--- src/rtl/ddr_gap_pkg.sv ---
// Shared constants and command encoding for the DDR interval enforcer.
package ddr_gap_pkg;
    localparam int RFC_LO_W   = 4;
    localparam int RFC_HI_W   = 3;
    localparam int RFC_W      = RFC_LO_W + RFC_HI_W;
    localparam int RFC_CNT_W  = RFC_W + 1;
    localparam int RFC_ADDER  = 8;
    localparam int GAP_W      = 3;
    localparam int CMD_W      = 3;

    typedef enum logic [CMD_W-1:0] {
        CMD_ACT = 3'd0,
        CMD_PRE = 3'd1,
        CMD_RD  = 3'd2,
        CMD_WR  = 3'd3,
        CMD_REF = 3'd4
    } ddr_cmd_e;
endpackage

--- src/rtl/ddr_gap_downcnt.sv ---
// Loadable down-counter that stops at zero.
// Assumes: load takes priority over counting; zero means the interval is over.
module ddr_gap_downcnt #(
    parameter int WIDTH = 3
) (
    input  logic             clk,
    input  logic             rst_n,
    input  logic             load,
    input  logic [WIDTH-1:0] load_val,
    output logic             zero
);
    logic [WIDTH-1:0] cnt_q;

    // Count down toward zero, restart on load.
    always_ff @(posedge clk) begin
        if (!rst_n) begin
            cnt_q <= '0;
        end else if (load) begin
            cnt_q <= load_val;
        end else if (cnt_q != '0) begin
            cnt_q <= cnt_q - 1'b1;
        end
    end

    assign zero = (cnt_q == '0);
endmodule

--- src/rtl/ddr_gap_cfg_shadow.sv ---
// Shadow copy of the interval settings plus decoding into counter loads.
// Assumes: capture_en is high only when all interval counters are idle.
// A load value is the interval length minus one, so a command accepted at
// edge k frees the next one at edge k+length.
module ddr_gap_cfg_shadow
    import ddr_gap_pkg::*;
(
    input  logic                 clk,
    input  logic                 rst_n,
    input  logic                 capture_en,
    input  logic [RFC_LO_W-1:0]  raw_rfc_lo,
    input  logic [RFC_HI_W-1:0]  raw_rfc_hi,
    input  logic [GAP_W-1:0]     raw_wr,
    input  logic [GAP_W-1:0]     raw_rrd,
    input  logic [GAP_W-1:0]     raw_wtr,
    output logic [RFC_CNT_W-1:0] rfc_load,
    output logic [GAP_W-1:0]     wr_load,
    output logic [GAP_W-1:0]     rrd_load,
    output logic [GAP_W-1:0]     wtr_load,
    output logic                 cfg_err
);
    logic [RFC_W-1:0] rfc_q;
    logic [GAP_W-1:0] wr_q;
    logic [GAP_W-1:0] rrd_q;
    logic [GAP_W-1:0] wtr_q;
    logic             err_q;
    logic             raw_bad;

    // Reserved zero in any short field.
    assign raw_bad = (raw_wr == '0) || (raw_rrd == '0) || (raw_wtr == '0);

    // Shadow capture and sticky error.
    always_ff @(posedge clk) begin
        if (!rst_n) begin
            rfc_q <= '0;
            wr_q  <= GAP_W'(1);
            rrd_q <= GAP_W'(1);
            wtr_q <= GAP_W'(1);
            err_q <= 1'b0;
        end else if (capture_en) begin
            rfc_q <= {raw_rfc_hi, raw_rfc_lo};
            wr_q  <= raw_wr;
            rrd_q <= raw_rrd;
            wtr_q <= raw_wtr;
            err_q <= err_q | raw_bad;
        end
    end

    // Length minus one; reserved zero behaves as length one.
    function automatic logic [GAP_W-1:0] gap_to_load(input logic [GAP_W-1:0] v);
        return (v == '0) ? '0 : v - 1'b1;
    endfunction

    // Decode the shadow settings into counter loads.
    always_comb begin
        rfc_load = RFC_CNT_W'(rfc_q) + RFC_CNT_W'(RFC_ADDER - 1);
        wr_load  = gap_to_load(wr_q);
        rrd_load = gap_to_load(rrd_q);
        wtr_load = gap_to_load(wtr_q);
    end

    assign cfg_err = err_q;
endmodule

--- src/rtl/ddr_gap_cs_timer.sv ---
// Interval counters for one chip select: refresh recovery, write recovery,
// activate spacing and write-to-read, plus the last activated bank.
// Assumes: accept strobes are already qualified with this chip select.
module ddr_gap_cs_timer
    import ddr_gap_pkg::*;
#(
    parameter int BANK_W = 3
) (
    input  logic                 clk,
    input  logic                 rst_n,
    input  logic                 act_acc,
    input  logic                 ref_acc,
    input  logic                 wr_last,
    input  logic [BANK_W-1:0]    bank_in,
    input  logic [RFC_CNT_W-1:0] rfc_load,
    input  logic [GAP_W-1:0]     wr_load,
    input  logic [GAP_W-1:0]     rrd_load,
    input  logic [GAP_W-1:0]     wtr_load,
    output logic                 act_ok,
    output logic                 pre_ok,
    output logic                 rd_ok,
    output logic                 idle
);
    logic              rfc_zero;
    logic              wr_zero;
    logic              rrd_zero;
    logic              wtr_zero;
    logic [BANK_W-1:0] last_bank_q;

    ddr_gap_downcnt #(.WIDTH(RFC_CNT_W)) u_rfc (
        .clk(clk), .rst_n(rst_n), .load(ref_acc), .load_val(rfc_load), .zero(rfc_zero)
    );
    ddr_gap_downcnt #(.WIDTH(GAP_W)) u_wr (
        .clk(clk), .rst_n(rst_n), .load(wr_last), .load_val(wr_load), .zero(wr_zero)
    );
    ddr_gap_downcnt #(.WIDTH(GAP_W)) u_rrd (
        .clk(clk), .rst_n(rst_n), .load(act_acc), .load_val(rrd_load), .zero(rrd_zero)
    );
    ddr_gap_downcnt #(.WIDTH(GAP_W)) u_wtr (
        .clk(clk), .rst_n(rst_n), .load(wr_last), .load_val(wtr_load), .zero(wtr_zero)
    );

    // Remember which bank the last accepted activate opened.
    always_ff @(posedge clk) begin
        if (!rst_n) begin
            last_bank_q <= '0;
        end else if (act_acc) begin
            last_bank_q <= bank_in;
        end
    end

    // Permission per command type for the offered bank.
    always_comb begin
        act_ok = rfc_zero && (rrd_zero || (bank_in == last_bank_q));
        pre_ok = wr_zero;
        rd_ok  = wtr_zero;
        idle   = rfc_zero && wr_zero && rrd_zero && wtr_zero;
    end
endmodule

--- src/rtl/ddr_cmd_gap_enforcer.sv ---
// Top: holds each offered DDR command until the intervals on its chip
// select have elapsed. One timer per chip select; shared shadow settings.
// Assumes: cmd_* are stable while cmd_valid is high and cmd_ready is low.
module ddr_cmd_gap_enforcer
    import ddr_gap_pkg::*;
#(
    parameter  int NUM_CS   = 4,
    parameter  int NUM_BANK = 8,
    localparam int CS_W     = $clog2(NUM_CS),
    localparam int BANK_W   = $clog2(NUM_BANK)
) (
    input  logic                clk,
    input  logic                rst_n,
    input  logic                cmd_valid,
    input  logic [CMD_W-1:0]    cmd_type,
    input  logic [CS_W-1:0]     cmd_cs,
    input  logic [BANK_W-1:0]   cmd_bank,
    output logic                cmd_ready,
    input  logic [NUM_CS-1:0]   wr_last,
    input  logic [RFC_LO_W-1:0] cfg_rfc_lo,
    input  logic [RFC_HI_W-1:0] cfg_rfc_hi,
    input  logic [GAP_W-1:0]    cfg_wr_rec,
    input  logic [GAP_W-1:0]    cfg_act_gap,
    input  logic [GAP_W-1:0]    cfg_wr_to_rd,
    output logic                cfg_err
);
    logic                 cmd_accept;
    logic                 all_idle;
    logic [RFC_CNT_W-1:0] rfc_load;
    logic [GAP_W-1:0]     wr_load;
    logic [GAP_W-1:0]     rrd_load;
    logic [GAP_W-1:0]     wtr_load;
    logic [NUM_CS-1:0]    act_ok_v;
    logic [NUM_CS-1:0]    pre_ok_v;
    logic [NUM_CS-1:0]    rd_ok_v;
    logic [NUM_CS-1:0]    idle_v;

    assign cmd_accept = cmd_valid && cmd_ready;
    assign all_idle   = &idle_v;

    ddr_gap_cfg_shadow u_cfg (
        .clk(clk), .rst_n(rst_n), .capture_en(all_idle),
        .raw_rfc_lo(cfg_rfc_lo), .raw_rfc_hi(cfg_rfc_hi),
        .raw_wr(cfg_wr_rec), .raw_rrd(cfg_act_gap), .raw_wtr(cfg_wr_to_rd),
        .rfc_load(rfc_load), .wr_load(wr_load), .rrd_load(rrd_load),
        .wtr_load(wtr_load), .cfg_err(cfg_err)
    );

    for (genvar g = 0; g < NUM_CS; g++) begin : g_cs
        logic hit;
        assign hit = cmd_accept && (cmd_cs == CS_W'(g));

        ddr_gap_cs_timer #(.BANK_W(BANK_W)) u_timer (
            .clk(clk), .rst_n(rst_n),
            .act_acc(hit && (cmd_type == CMD_ACT)),
            .ref_acc(hit && (cmd_type == CMD_REF)),
            .wr_last(wr_last[g]),
            .bank_in(cmd_bank),
            .rfc_load(rfc_load), .wr_load(wr_load),
            .rrd_load(rrd_load), .wtr_load(wtr_load),
            .act_ok(act_ok_v[g]), .pre_ok(pre_ok_v[g]),
            .rd_ok(rd_ok_v[g]), .idle(idle_v[g])
        );
    end

    // Grant from the addressed chip select's permissions.
    always_comb begin
        case (cmd_type)
            CMD_ACT: cmd_ready = act_ok_v[cmd_cs];
            CMD_PRE: cmd_ready = pre_ok_v[cmd_cs];
            CMD_RD:  cmd_ready = rd_ok_v[cmd_cs];
            default: cmd_ready = 1'b1;
        endcase
    end
endmodule

--- config.mk ---
export PLATFORM = sky130hd
export DESIGN_NAME = ddr_cmd_gap_enforcer
export DESIGN_NICKNAME = d
export VERILOG_FILES = /design/src/rtl/ddr_gap_pkg.sv /design/src/rtl/ddr_gap_downcnt.sv /design/src/rtl/ddr_gap_cfg_shadow.sv /design/src/rtl/ddr_gap_cs_timer.sv /design/src/rtl/ddr_cmd_gap_enforcer.sv
export SDC_FILE = /design/constraint.sdc
export NUM_CORES = 1
export LEC_CHECK = 0
export ABC_AREA = 1
export ABC_CLOCK_PERIOD_IN_PS = 3600
export BUFFER_PORTS_ARGS = -buffer_cell sky130_fd_sc_hd__buf_2
export CAP_MARGIN = 20
export CORE_ASPECT_RATIO = 1.4
export CORE_UTILIZATION = 28
export CTS_CLUSTER_DIAMETER = 60
export DETAILED_ROUTE_END_ITERATION = 12
export PLACE_DENSITY = 0.48
export SLEW_MARGIN = 20
export SYNTH_ARGS = -nofsm -noshare
export SYNTH_HDL_FRONTEND = slang
export SYNTH_SLANG_ARGS = --single-unit
--- constraint.sdc ---
create_clock -name clk -period 3.6 [get_ports clk]
set_input_delay 0.72 -clock clk [delete_from_list [all_inputs] [get_ports clk]]
set_output_delay 0.72 -clock clk [all_outputs]
set_load 0.005 [all_outputs]
Word-level counts from Yosys, hierarchy flattened
Index checks and enable logic that the tools add are counted.

Flip-flop bits (word level): 97. Input bits: 31. Output and inout port bits: 2.

Add/subtract/negate cells: 20. Order comparisons: 1. Equality and inequality tests: 10. Multiplexer cells: 42. Bitwise gates (word level): 1. Reductions and logical operators: 92.

Operator list (number): $mux W3 (27); $mux W8 (8); $logic_not A3 Y1 (19); $sub A3 B1 Y3 const B (15); $reduce_bool A3 Y1 (12); $logic_not A8 Y1 (4); $reduce_bool A2 Y1 (16); $reduce_bool A8 Y1 (4); $sub A8 B1 Y8 const B (4); $logic_and A1 B1 Y1 (29); $eq A3 B3 Y1 (4); $add A7 B3 Y8 const B (1); $bmux W1 S2 (3); $logic_or A1 B1 Y1 (6); $eq A2 B2 Y1 const B (2); $reduce_and A4 Y1 (1); $eq A3 B1 Y1 const B (1); $eq A3 B2 Y1 const B (1); $eq A3 B3 Y1 const B (1); $lt A2 B3 Y1 const B (1); $mux W1 (3); $pmux W1 S3 (1); $eq A2 B1 Y1 const B (1); $logic_not A2 Y1 (1); $or A1 B1 Y1 (1).

Depth between registers and ports, before layout
Gate-level depths: netlist (run 1).

Depth in word-level cells: 10. Depth in mapped cells: 17. Mapped depth without buffers: 17.

Hierarchy
From an unflattened synthesis (run 1), not the netlist that was laid out.

Cell total of the unflattened synthesis: 917. Area total of the unflattened synthesis: 6172.2 um2.

By module, submodules not included: ddr_gap_downcnt (g_cs[0].u_timer.u_rrd ...) (times used 12, cells each 29, area an instance 200.2 um2); ddr_gap_downcnt (g_cs[0].u_timer.u_rfc ...) (times used 4, cells each 70, area an instance 478.0 um2); ddr_gap_cfg_shadow (times used 1, cells each 116, area an instance 870.8 um2); ddr_gap_cs_timer (times used 4, cells each 28, area an instance 172.7 um2); ddr_cmd_gap_enforcer (times used 1, cells each 61, area an instance 296.5 um2).

Worst setup path after synthesis (run 1)
Ideal clock, no wire load.

Kind: input port to output port. From: input cmd_bank[0]. To: output cmd_ready. Arrival time: 1.618 ns. Path slack: 1.262 ns. Stages on the path: 11. Buffers on the path: 1. Path through: buf_2 -> inv_1 -> nand2_1 -> nand2_1 -> nor2_1 -> nand3_1 -> nand2_1 -> nand2_1 -> nor2_2 -> nand2_4 -> nand2_8.

Longest elaborated chain between the ends: 6.

Ends and longest elaborated chain: start, declared (line ddr_cmd_gap_enforcer.sv:17) `input logic [BANK_W-1:0] cmd_bank,`; $eq A3 B3 Y1 (line ddr_gap_cs_timer.sv:54) `act_ok = rfc_zero && (rrd_zero || (bank_in == last_bank_q));`; $logic_or A1 B1 Y1 (line ddr_gap_cs_timer.sv:54); $logic_and A1 B1 Y1 (line ddr_gap_cs_timer.sv:54); $bmux W1 S2 (*) (line ddr_cmd_gap_enforcer.sv:69) `CMD_ACT: cmd_ready = act_ok_v[cmd_cs];`; $mux W1 (not written as such) (*) (line ddr_cmd_gap_enforcer.sv:69); $pmux W1 S3 (*) (line ddr_cmd_gap_enforcer.sv:68) `case (cmd_type)`; end, declared (line ddr_cmd_gap_enforcer.sv:18) `output logic cmd_ready,`.

Every way passes the cells marked *; elsewhere a longest branch is shown, timed or not. The select of a mux whose other input is x is not followed.

Final worst setup path (run 1)
From: register g_cs[0].u_timer.u_rrd.cnt_q[0]. To: output cmd_ready.

Longest elaborated chain between the ends: 6.

Ends and longest elaborated chain: start, declared (line ddr_gap_downcnt.sv:12) `logic [WIDTH-1:0] cnt_q;`; start signal, assigned (line ddr_gap_downcnt.sv:19) `cnt_q <= load_val;`; start signal, assigned (line ddr_gap_downcnt.sv:21) `cnt_q <= cnt_q - 1'b1;`; $logic_not A3 Y1 (line ddr_gap_downcnt.sv:25) `assign zero = (cnt_q == '0);`; $logic_or A1 B1 Y1 (line ddr_gap_cs_timer.sv:54); $logic_and A1 B1 Y1 (line ddr_gap_cs_timer.sv:54); $bmux W1 S2 (line ddr_cmd_gap_enforcer.sv:69); $mux W1 (not written as such) (line ddr_cmd_gap_enforcer.sv:69); $pmux W1 S3 (line ddr_cmd_gap_enforcer.sv:68).

No other way between the ends. The select of a mux whose other input is x is not followed.

==> results of run 1 <==
[report_power, final]
group          internal, mW  switching (mW)  total (mW)  leakage [nW]
clock network         0.578           0.447        1.02         0.149
logic                 0.830            1.20        2.03          1.93
registers              1.32           0.165        1.48         0.795
[worst paths after layout]
check / slack (ns) / end / cells past startpoint
setup / recovery: 0.81 / cmd_ready / 11
hold / removal: 0.45 / u_cfg.cfg_err / 2
setup reg to reg: 1.15 / g_cs[1].u_timer.u_rrd.cnt_q[2] / 13
hold reg to reg: 0.45 / u_cfg.cfg_err / 2
[cells in the final DEF, fill, tap and decap left out, types with 4 or more instances in the layout]
master	netlist	routed
a211oi_1	8	8
a21oi_1	57	57
a31oi_1	8	8
buf_2	3	32
buf_4	1	5
clkbuf_16	0	9
clkinv_1	4	4
dfxtp_1	97	97
ha_1	39	39
inv_1	102	102
inv_2	4	4
nand2_1	160	160
nand2_2	4	4
nand3_1	35	35
nand3b_1	6	6
nand4_1	14	14
nand4_4	4	4
nor2_1	94	94
nor2_2	6	6
nor2_4	5	5
nor3_1	9	9
o21ai_0	54	54
o21ai_1	14	14
o21ai_2	5	5
xnor2_1	22	22
xor2_1	26	26
[worst reg2reg max path: stages (launching register included)]
cell and delay [ns]:
dfxtp_1 0.32, inv_1 0.09, ha_1 0.14, inv_1 0.04
nor2_1 0.35, a21oi_1 0.13, nand2_1 0.07, nand2_1 0.05
nor2_2 0.15, nand2_4 0.09, a21oi_4 0.36, nand3_2 0.27
o21ai_0 0.21, nor2_1 0.06
[metal layers]
layer,share of wire,GRT usage
met2,0.51,0.2741
met5,0,0
met3,0.032,0.03139
met4,0.021,0.05742
met1,0.44,0.1677
[registers in the layout, indices dropped and copies added (netlist names)]
name                      flops
g_cs.u_timer.u_wtr.cnt_q     12
g_cs.u_timer.u_wr.cnt_q      12
g_cs.u_timer.last_bank_q     12
u_cfg.rrd_q                   3
u_cfg.cfg_err                 1
u_cfg.wtr_q                   3
u_cfg.wr_q                    3
g_cs.u_timer.u_rfc.cnt_q     32
u_cfg.rfc_q                   7
g_cs.u_timer.u_rrd.cnt_q     12
[metrics by stage]
| step | cells | utilization | power [mW] | setup WS (ns) |
|---|---|---|---|---|
| 5_1_grt | 1105 | 0.3203 | 4.991 | 0.5956 |
| 3_3_place_gp | 1089 | 0.3054 | 3.553 | 0.8757 |
| 2_1_floorplan | 817 | - | 3.150 | 1.262 |
| 6_report | 1105 | 0.3203 | 4.536 | 0.8105 |
| 3_5_place_dp | 1089 | 0.3054 | 3.558 | 0.8702 |
| 4_1_cts | 1105 | 0.3203 | 4.594 | 0.7498 |
[cell type report]
type	instances	area [sq um]	area share
clock buffer	12	256.5	0.03880
clock inverter	4	51.30	0.007761
inverter	110	412.9	0.06246
multi-input combinational	589	3430	0.5188
sequential	97	1942	0.2938
tap	256	320.3	0.04846
timing repair buffer	37	197.7	0.02991
[cell families (layout without fill, tap and decap cells)]
logic type                 count (synthesis)  in the layout  share of synthesized area
xor gates and xnor gates                  48             48                    0.07096
and+or+nand+nor                          351            351                     0.2843
adders and majority gates                 39             39                    0.08237
buffers and inverters                    131            163                    0.09335
AOI/OAI and AO/OA                        151            151                     0.1413
DFF                                       97             97                     0.3278
==> run_results.csv, run 1 <==
group,metric,value,unit
synthesis,ys.flop_type,"dfxtp_1",
final_layout,antenna_cells,0,
synthesis,synth_cell_type_count,42,
synthesis,netlist_area,5924,sq um
worst_hold_path,min_from,"u_cfg.cfg_err",
power_and_ir_drop,ir_worst_vdd,226.6,uV
placement,gp_congestion,0.7602,
flow_run,drv_cap,0,
die,die_h,174.1,um
synthesis,syn_area_per_cell,7.251,sq um
routing,drt_first_iter_violations,188,
clocking,htreeDepth,3,
synthesis,synth_cells,817,
synthesis,ys_seq_area_frac,0.3278,
routing,vias,5066,
timing,max_slew_margin,0.4467,
die,dieArea,21750,sq um
global_route,grtUsageTotal,0.1493,
routing,vias_per_cell,4.585,
setup_path,end_kind,"output pin",
timing,rsz0062_at_grt,"no",
synthesis,synth_nets,887,
timing,drv_slew,0,
power_and_ir_drop,p_leak,2.870,nW
clocking,cts_setup_buffers,0,
clocking,clk_pin_slew,0.07,ns
placement,placed_cell_area,6302,sq um
clocking,cts_buffers,9,
timing,tightest_slew,0.8213,ns
timing,skew,0.01034,ns
setup_path,path_cells,"inv_1, ha_1, inv_1, nor2_1, a21oi_1, nand2_1, nand2_1, nor2_2, nand2_4, nand2_8, buf_2",
final_layout,syn_to_final_growth,11.57,%
clocking,cts_tree,"built",
global_route,grt_max_degree,60,
synthesis,synth-async-reset-ratio,0,
clocking,clockBufferDepth,2,
clocking,ctsResizeCount,0,
global_route,grt_overflow,0,
timing,finalCriticalPeriod,2.789,ns
setup_path,slowest_stage,"nor2_1",
timing,hold_ws,0.4473,ns
synthesis,synth_edf_count,0,
final_layout,nFillCells,2257,
timing,finalHoldViolations,0,
die,ios,33,
global_route,grt_pass1_wl,25220,um
placement,port_buffers,32,
synthesis,ys_seq_elements,97,
synthesis,ys_top_cells_by_area,"dfxtp_1, nand2_1, ha_1, inv_1, nor2_1",
final_layout,final_area,6610,sq um
status,status,"completed",
clocking,cts-root-buf,"clkbuf_16",
timing,post-route-period-util,0.7749,
setup_path,crit_type,"reg2out",
synthesis,synth_top_area_frac,0.3278,
synthesis,synth_warnings,0,
worst_hold_path,min_path_type,"reg2reg",
die,initial_utilization,0.2871,
synthesis,yosysMostFrequentCell,"nand2_1",
routing,wl,15230,um
routing,drt_pass1_iterations,4,
timing,setup_viol,0,
setup_path,crit_required,2.88,ns
routing,antenna_left,0,
clocking,clock_sinks,97,
synthesis,synth_top_cells_by_count,"nand2_1, inv_1, dfxtp_1",
setup_path,startpoint_type,"flop",
timing,setup_tns,0,ns
setup_path,path_max_fanout,7,
setup_path,critPathMaxStageDelay,0.35,ns
die,fp.dieW,124.9,um
synthesis,netlist.top_cell.by_area,"dfxtp_1",
placement,dpl.hpwl,11400,um
timing,max_freq,358.5,MHz
routing,drc,0,
setup_path,crit_arrival,2.07,ns
die,fp.coreArea,20630,sq um
global_route,grt_pass1_vias,4995,
setup_path,r2r_start,"g_cs[0].u_timer.u_rrd.cnt_q[0]",
routing,wire_per_inst,13.78,um
setup_path,cp-startpoint,"g_cs[0].u_timer.u_rrd.cnt_q[0]",
clocking,clock_latency,0.36,ns
clocking,ctsHoldBuffers,0,
global_route,antenna_found_initial,0,
setup_path,cp_top_family,"simple AND/OR/NAND/NOR gates",
setup_path,crit_buf_inv,3,
final_layout,num-nets-final,914,
die,row_count,62,
final_layout,layout-drive-gt1-share,0.1131,
power_and_ir_drop,p_per_area,686.2,nW/um^2
Power figures use the tool's default switching activity.
==> run 2, diff against run 1 <==
Settings changed: ABC_CLOCK_PERIOD_IN_PS 3600 to 2500, PLACE_DENSITY 0.48 to 0.49.
Clock period 3.6 ns to 2.5 ns, I/O delays scaled along.
==> run_results.csv, run 2 (synthesis results as in run 1) <==
group,metric,value,unit
setup_path,startpoint_type,"flop",
global_route,grt_pass1_wl,25020,um
power_and_ir_drop,power.share.clock,0.209,
final_layout,final_area,6818,sq um
timing,setup_tns,0,ns
clocking,clock_latency,0.35,ns
clocking,clockBufferDepth,2,
routing,wire_per_inst,13.39,um
setup_path,crit_type,"reg2out",
routing,vias,5113,
power_and_ir_drop,pwr-share-seq,0.322,
status,status,"finished with violations",
clocking,cts-root-buf,"clkbuf_16",
power_and_ir_drop,p_leak,2.998,nW
setup_path,r2r_slack,0.32,ns
routing,wl,15140,um
flow_run,drv_cap,0,
status,violations,"DRC",
clocking,clock_sinks,97,
global_route,grt_pass1_vias,4994,
placement,gp_congestion,0.7849,
worst_hold_path,min_from,"cfg_act_gap[0]",
clocking,cts_buffers,9,
routing,antenna_left,0,
die,dieArea,21750,sq um
power_and_ir_drop,ir_worst_vdd,315.9,uV
die,fp.coreArea,20630,sq um
final_layout,layout-drive-gt1-share,0.1455,
routing,drt_pass1_iterations,10,
global_route,grt_overflow,0,
worst_hold_path,holdPathEnd,"u_cfg.rrd_q[0]",
setup_path,crit_required,2.00,ns
final_layout,regMostFlops,"g_cs.u_timer.u_rfc.cnt_q",
final_layout,layout_common_cells,"nand2_1, inv_1, dfxtp_1",
worst_hold_path,whs_path_depth,3,
die,ios,33,
placement,placed_cell_area,6440,sq um
final_layout,num-nets-final,938,
setup_path,r2r_start,"g_cs[2].u_timer.u_rrd.cnt_q[0]",
die,fp.dieW,124.9,um
final_layout,nFillCells,2287,
timing,max_freq,425.0,MHz
power_and_ir_drop,p_int,4.005,mW
power_and_ir_drop,power.switching,2.639,mW
setup_path,crit_arrival,1.85,ns
timing,drv_slew,0,
routing,vias_per_cell,4.525,
clocking,cts_tree,"built",
timing,skew,0.008294,ns
placement,dpl.hpwl,11300,um
placement,port_buffers,32,
final_layout,syn_to_final_growth,15.08,%
timing,finalCriticalPeriod,2.353,ns
die,row_count,62,
die,die_h,174.1,um
routing,drc,4,
placement,post-place-ws,0.1583,ns
timing,finalHoldViolations,0,
setup_path,end_kind,"output pin",
timing,max_slew_margin,0.5617,
setup_path,path_max_fanout,6,
global_route,grt_max_degree,60,
final_layout,layout_commonest_cell,"nand2_1",
timing,post-route-period-util,0.9412,
global_route,grtUsageTotal,0.1463,
worst_hold_path,min_path_type,"in2reg",
final_layout,largest_register_ff_count,32,
setup_path,r2r-end,"u_cfg.cfg_err",
power_and_ir_drop,comb_power_share,0.469,
global_route,antenna_found_initial,0,
clocking,clk_pin_slew,0.07,ns
timing,tightest_slew,0.6506,ns
routing,drt_first_iter_violations,128,
clocking,htreeDepth,3,
timing,setup_ws,0.1471,ns
setup_path,worstRegToRegCells,12,
timing,setup_viol,0,
power_and_ir_drop,p_per_area,974.5,nW/um^2
die,initial_utilization,0.2871,
power_and_ir_drop,switching_share,0.3972,
-- run 2: changes by cell type in the layout (fill, tap and decap cells not counted), sizes merged --
cell,change
buf,+24
bufinv,-1
clkinv,+1
diode,+1
-- run 2: routing by layer --
layer,up-vias,GRT usage,wire [um]
met4,0,0.04268,181
met1,2327,0.1691,6674
met2,41,0.2706,7877
li1,2736,-,-
met3,9,0.02832,403
met5,-,0,0
-- run 2: how the worst max path moves through the flow --
stage / startpoint / to / slack, ns / depth (start not counted)
2_1_floorplan: cmd_bank[0] / g_cs[1].u_timer.u_rrd.cnt_q[2] / 0.51 / 14
3_3_place_gp: cmd_bank[1] / g_cs[3].u_timer.u_rrd.cnt_q[0] / 0.18 / 14
3_5_place_dp: cmd_bank[1] / g_cs[2].u_timer.last_bank_q[0] / 0.16 / 14
4_1_cts: g_cs[0].u_timer.u_wtr.cnt_q[0] / cmd_ready / 0.002 / 9
5_1_grt: g_cs[0].u_timer.u_rfc.cnt_q[1] / cmd_ready / -0.0006 / 11
6_report: g_cs[1].u_timer.u_rfc.cnt_q[1] / cmd_ready / 0.15 / 10
-- run 2: power by group through the flow --
stage	clock network, mW	registers (mW)	logic (mW)
3_5_place_dp	0	2.17	3.03
4_1_cts	1.44	2.14	3.05
3_3_place_gp	0	2.17	3.04
2_1_floorplan	0	2.11	2.43
5_1_grt	1.49	2.18	3.63
6_report	1.39	2.14	3.11
-- run 2: what timing repair did --
item,in CTS,in global routing
setup buffers,0,9
resized for setup,1,7
pin swaps,1,3
hold buffers,0,0
setup endpoints to repair,1,2
-- run 2: area by class of cell --
class	instances	area, sq um	share of cell area
well taps	256	320.3	0.04698
multi-input cells	589	3442	0.5049
clock inverters	4	26.28	0.003854
flip-flops and latches	97	1942	0.2848
diodes	1	2.502	0.0003670
clock buffers	12	266.5	0.03909
repair buffers	61	405.4	0.05946
inverters	110	412.9	0.06056
-- run 2: worst max-delay path: stages, from the launching register on --
cell     delay [ns]
dfxtp_1        0.37
inv_1          0.08
ha_1           0.18
nand2_1        0.11
nor2_4         0.06
buf_4          0.15
a21oi_1        0.18
nor2_2         0.07
nand2_4        0.09
nand2_8        0.07
buf_4          0.15
-- run 2: per-stage QoR --
stage	std cells	hold slack (ns)	utilization	power [mW]
4_1_cts	1120	0.3531	0.3264	6.624
5_1_grt	1129	0.3567	0.3303	7.300
3_5_place_dp	1104	0.4476	0.3121	5.202
2_1_floorplan	817	0.4439	-	4.537
3_3_place_gp	1104	0.4396	0.3121	5.217
6_report	1130	0.3639	0.3304	6.644
==> run 3, diff against run 2 <==
Settings changed: CORE_MARGIN set to 4, PLACE_DENSITY 0.49 to unset.
==> run_results.csv, run 3 (synthesis results as in run 1) <==
group,metric,value,unit
timing,setup_viol,0,
power_and_ir_drop,total_power,6.694,mW
die,fp.dieW,130.9,um
worst_hold_path,holdPathEnd,"u_cfg.rrd_q[0]",
setup_path,path_cells,"inv_1, ha_1, nand2_1, nand2_1, nand4_1, nand2_2, a21oi_4, nand2_8, buf_4",
clocking,cts_tree,"built",
timing,rsz0062_at_grt,"no",
power_and_ir_drop,ir_worst_vdd,421.5,uV
placement,gp_congestion,0.8139,
final_layout,final_area,6790,sq um
setup_path,critPathMaxStageDelay,0.31,ns
setup_path,cpMostUsedCell,"nand2_1",
placement,dpl.hpwl,10720,um
clocking,htreeDepth,3,
setup_path,crit_type,"reg2out",
timing,hold_ws,0.3653,ns
routing,drc,0,
clocking,ctsHoldBuffers,0,
global_route,antenna_found_initial,0,
setup_path,crit_arrival,1.83,ns
timing,setup_ws,0.1658,ns
routing,drt_pass1_iterations,4,
timing,finalHoldViolations,0,
timing,max_slew_margin,0.5347,
placement,placed_cell_area,6420,sq um
final_layout,antenna_cells,0,
setup_path,startpoint_type,"flop",
timing,post-route-period-util,0.9337,
die,dieArea,23580,sq um
timing,drv_slew,0,
flow_run,drv_cap,0,
worst_hold_path,whs_path_depth,3,
global_route,grt_pass1_wl,23610,um
timing,finalCriticalPeriod,2.334,ns
routing,drt_first_iter_violations,148,
clocking,clock_latency,0.35,ns
clocking,clockBufferDepth,2,
setup_path,r2r_slack,0.29,ns
setup_path,crit_required,2.00,ns
final_layout,largest_register_ff_count,32,
setup_path,cp_top_family,"simple AND/OR/NAND/NOR gates",
die,die_h,180.1,um
timing,tightest_slew,0.6906,ns
global_route,grt_pass1_vias,4967,
timing,max_freq,428.4,MHz
timing,skew,0.01361,ns
final_layout,regMostFlops,"g_cs.u_timer.u_rfc.cnt_q",
clocking,cts_buffers,9,
final_layout,instances_no_fill,1125,
setup_path,r2r-end,"g_cs[3].u_timer.u_rfc.cnt_q[7]",
power_and_ir_drop,p_leak,2.975,nW
setup_path,path_max_fanout,5,
setup_path,worstRegToRegCells,17,
die,ios,33,
worst_hold_path,min_path_type,"in2reg",
power_and_ir_drop,p_per_area,985.8,nW/um^2
final_layout,layout-drive-gt1-share,0.1415,
setup_path,crit_buf_inv,2,
global_route,grt_max_degree,30,
clocking,clock_sinks,97,
die,initial_utilization,0.2871,
die,fp.coreArea,20630,sq um
final_layout,layout_common_cells,"nand2_1, inv_1, dfxtp_1",
setup_path,r2r_start,"g_cs[2].u_timer.u_rrd.cnt_q[0]",
clocking,cts-root-buf,"clkbuf_16",
routing,wl,14160,um
timing,setup_tns,0,ns
final_layout,fin_util,0.3291,
routing,vias_per_cell,4.616,
routing,antenna_left,0,
routing,vias,5193,
final_layout,syn_to_final_growth,14.61,%
placement,dp_cells,1103,
global_route,grtUsageTotal,0.1221,
worst_hold_path,min_from,"cfg_act_gap[0]",
setup_path,slowest_stage,"dfxtp_1",
clocking,clk_pin_slew,0.08,ns
placement,post-place-ws,0.1772,ns
setup_path,end_kind,"output pin",
final_layout,layout_commonest_cell,"nand2_1",
final_layout,num-nets-final,934,
routing,wire_per_inst,12.59,um
global_route,grt_overflow,0,
placement,port_buffers,32,
die,row_count,62,
status,status,"completed",
run 3: cell types whose count changed in the layout (fill, tap and decap cells not counted), sizes merged:
| cell | before | now |
|---|---|---|
| buf | 61 | 57 |
| bufinv | 0 | 1 |
| clkbuf | 12 | 11 |
| inv | 106 | 107 |
| diode | 1 | 0 |
| clkinv | 7 | 6 |
run 3: worst reg2reg max path: cells and delay by family, from the launching register on:
| family | cells | cell delay, ns |
|---|---|---|
| simple gates | 11 | 1.10 |
| flops | 1 | 0.31 |
| buf+inv | 5 | 0.54 |
| fa+ha+maj | 1 | 0.15 |
run 3: timing repair:
| action | 4_1_cts | 5_1_grt |
|---|---|---|
| pin swaps | 0 | 4 |
| setup endpoints to repair | 1 | 1 |
| resized for setup | 1 | 8 |
| setup buffers | 0 | 6 |
run 3: area by class of cell:
class / count / area (sq um)
multi-input combinational: 589 / 3446
clock buffer: 11 / 242.7
clock inverter: 5 / 63.81
fill: 2260 / 13840
timing repair buffer: 57 / 362.8
sequential: 97 / 1942
tap: 256 / 320.3
inverter: 110 / 412.9
run 3: per-layer routing:
metal | track usage | part of all wire
met1 | 0.1542 | 0.46
met2 | 0.2104 | 0.49
met4 | 0.03705 | 0.018
met3 | 0.01957 | 0.023
met5 | 0 | 0
run 3: report_power, final:
group | switching [mW] | leakage (nW) | internal [mW]
combinational | 1.77 | 2.03 | 1.35
sequential | 0.239 | 0.795 | 1.90
clock | 0.624 | 0.146 | 0.812
run 3: worst max path at each step:
stage                              startpoint  slack (ns)                        endpoint  depth (start not counted)
2_1_floorplan                     cmd_bank[0]        0.51  g_cs[1].u_timer.u_rrd.cnt_q[2]                         14
3_3_place_gp                      cmd_bank[1]        0.19  g_cs[2].u_timer.u_rrd.cnt_q[0]                         14
3_5_place_dp                      cmd_bank[1]        0.18  g_cs[3].u_timer.u_rrd.cnt_q[0]                         14
4_1_cts        g_cs[3].u_timer.u_wtr.cnt_q[0]        0.03                       cmd_ready                          9
5_1_grt        g_cs[2].u_timer.u_rrd.cnt_q[1]        0.04                       cmd_ready                         12
6_report       g_cs[2].u_timer.u_wtr.cnt_q[0]        0.17                       cmd_ready                          9
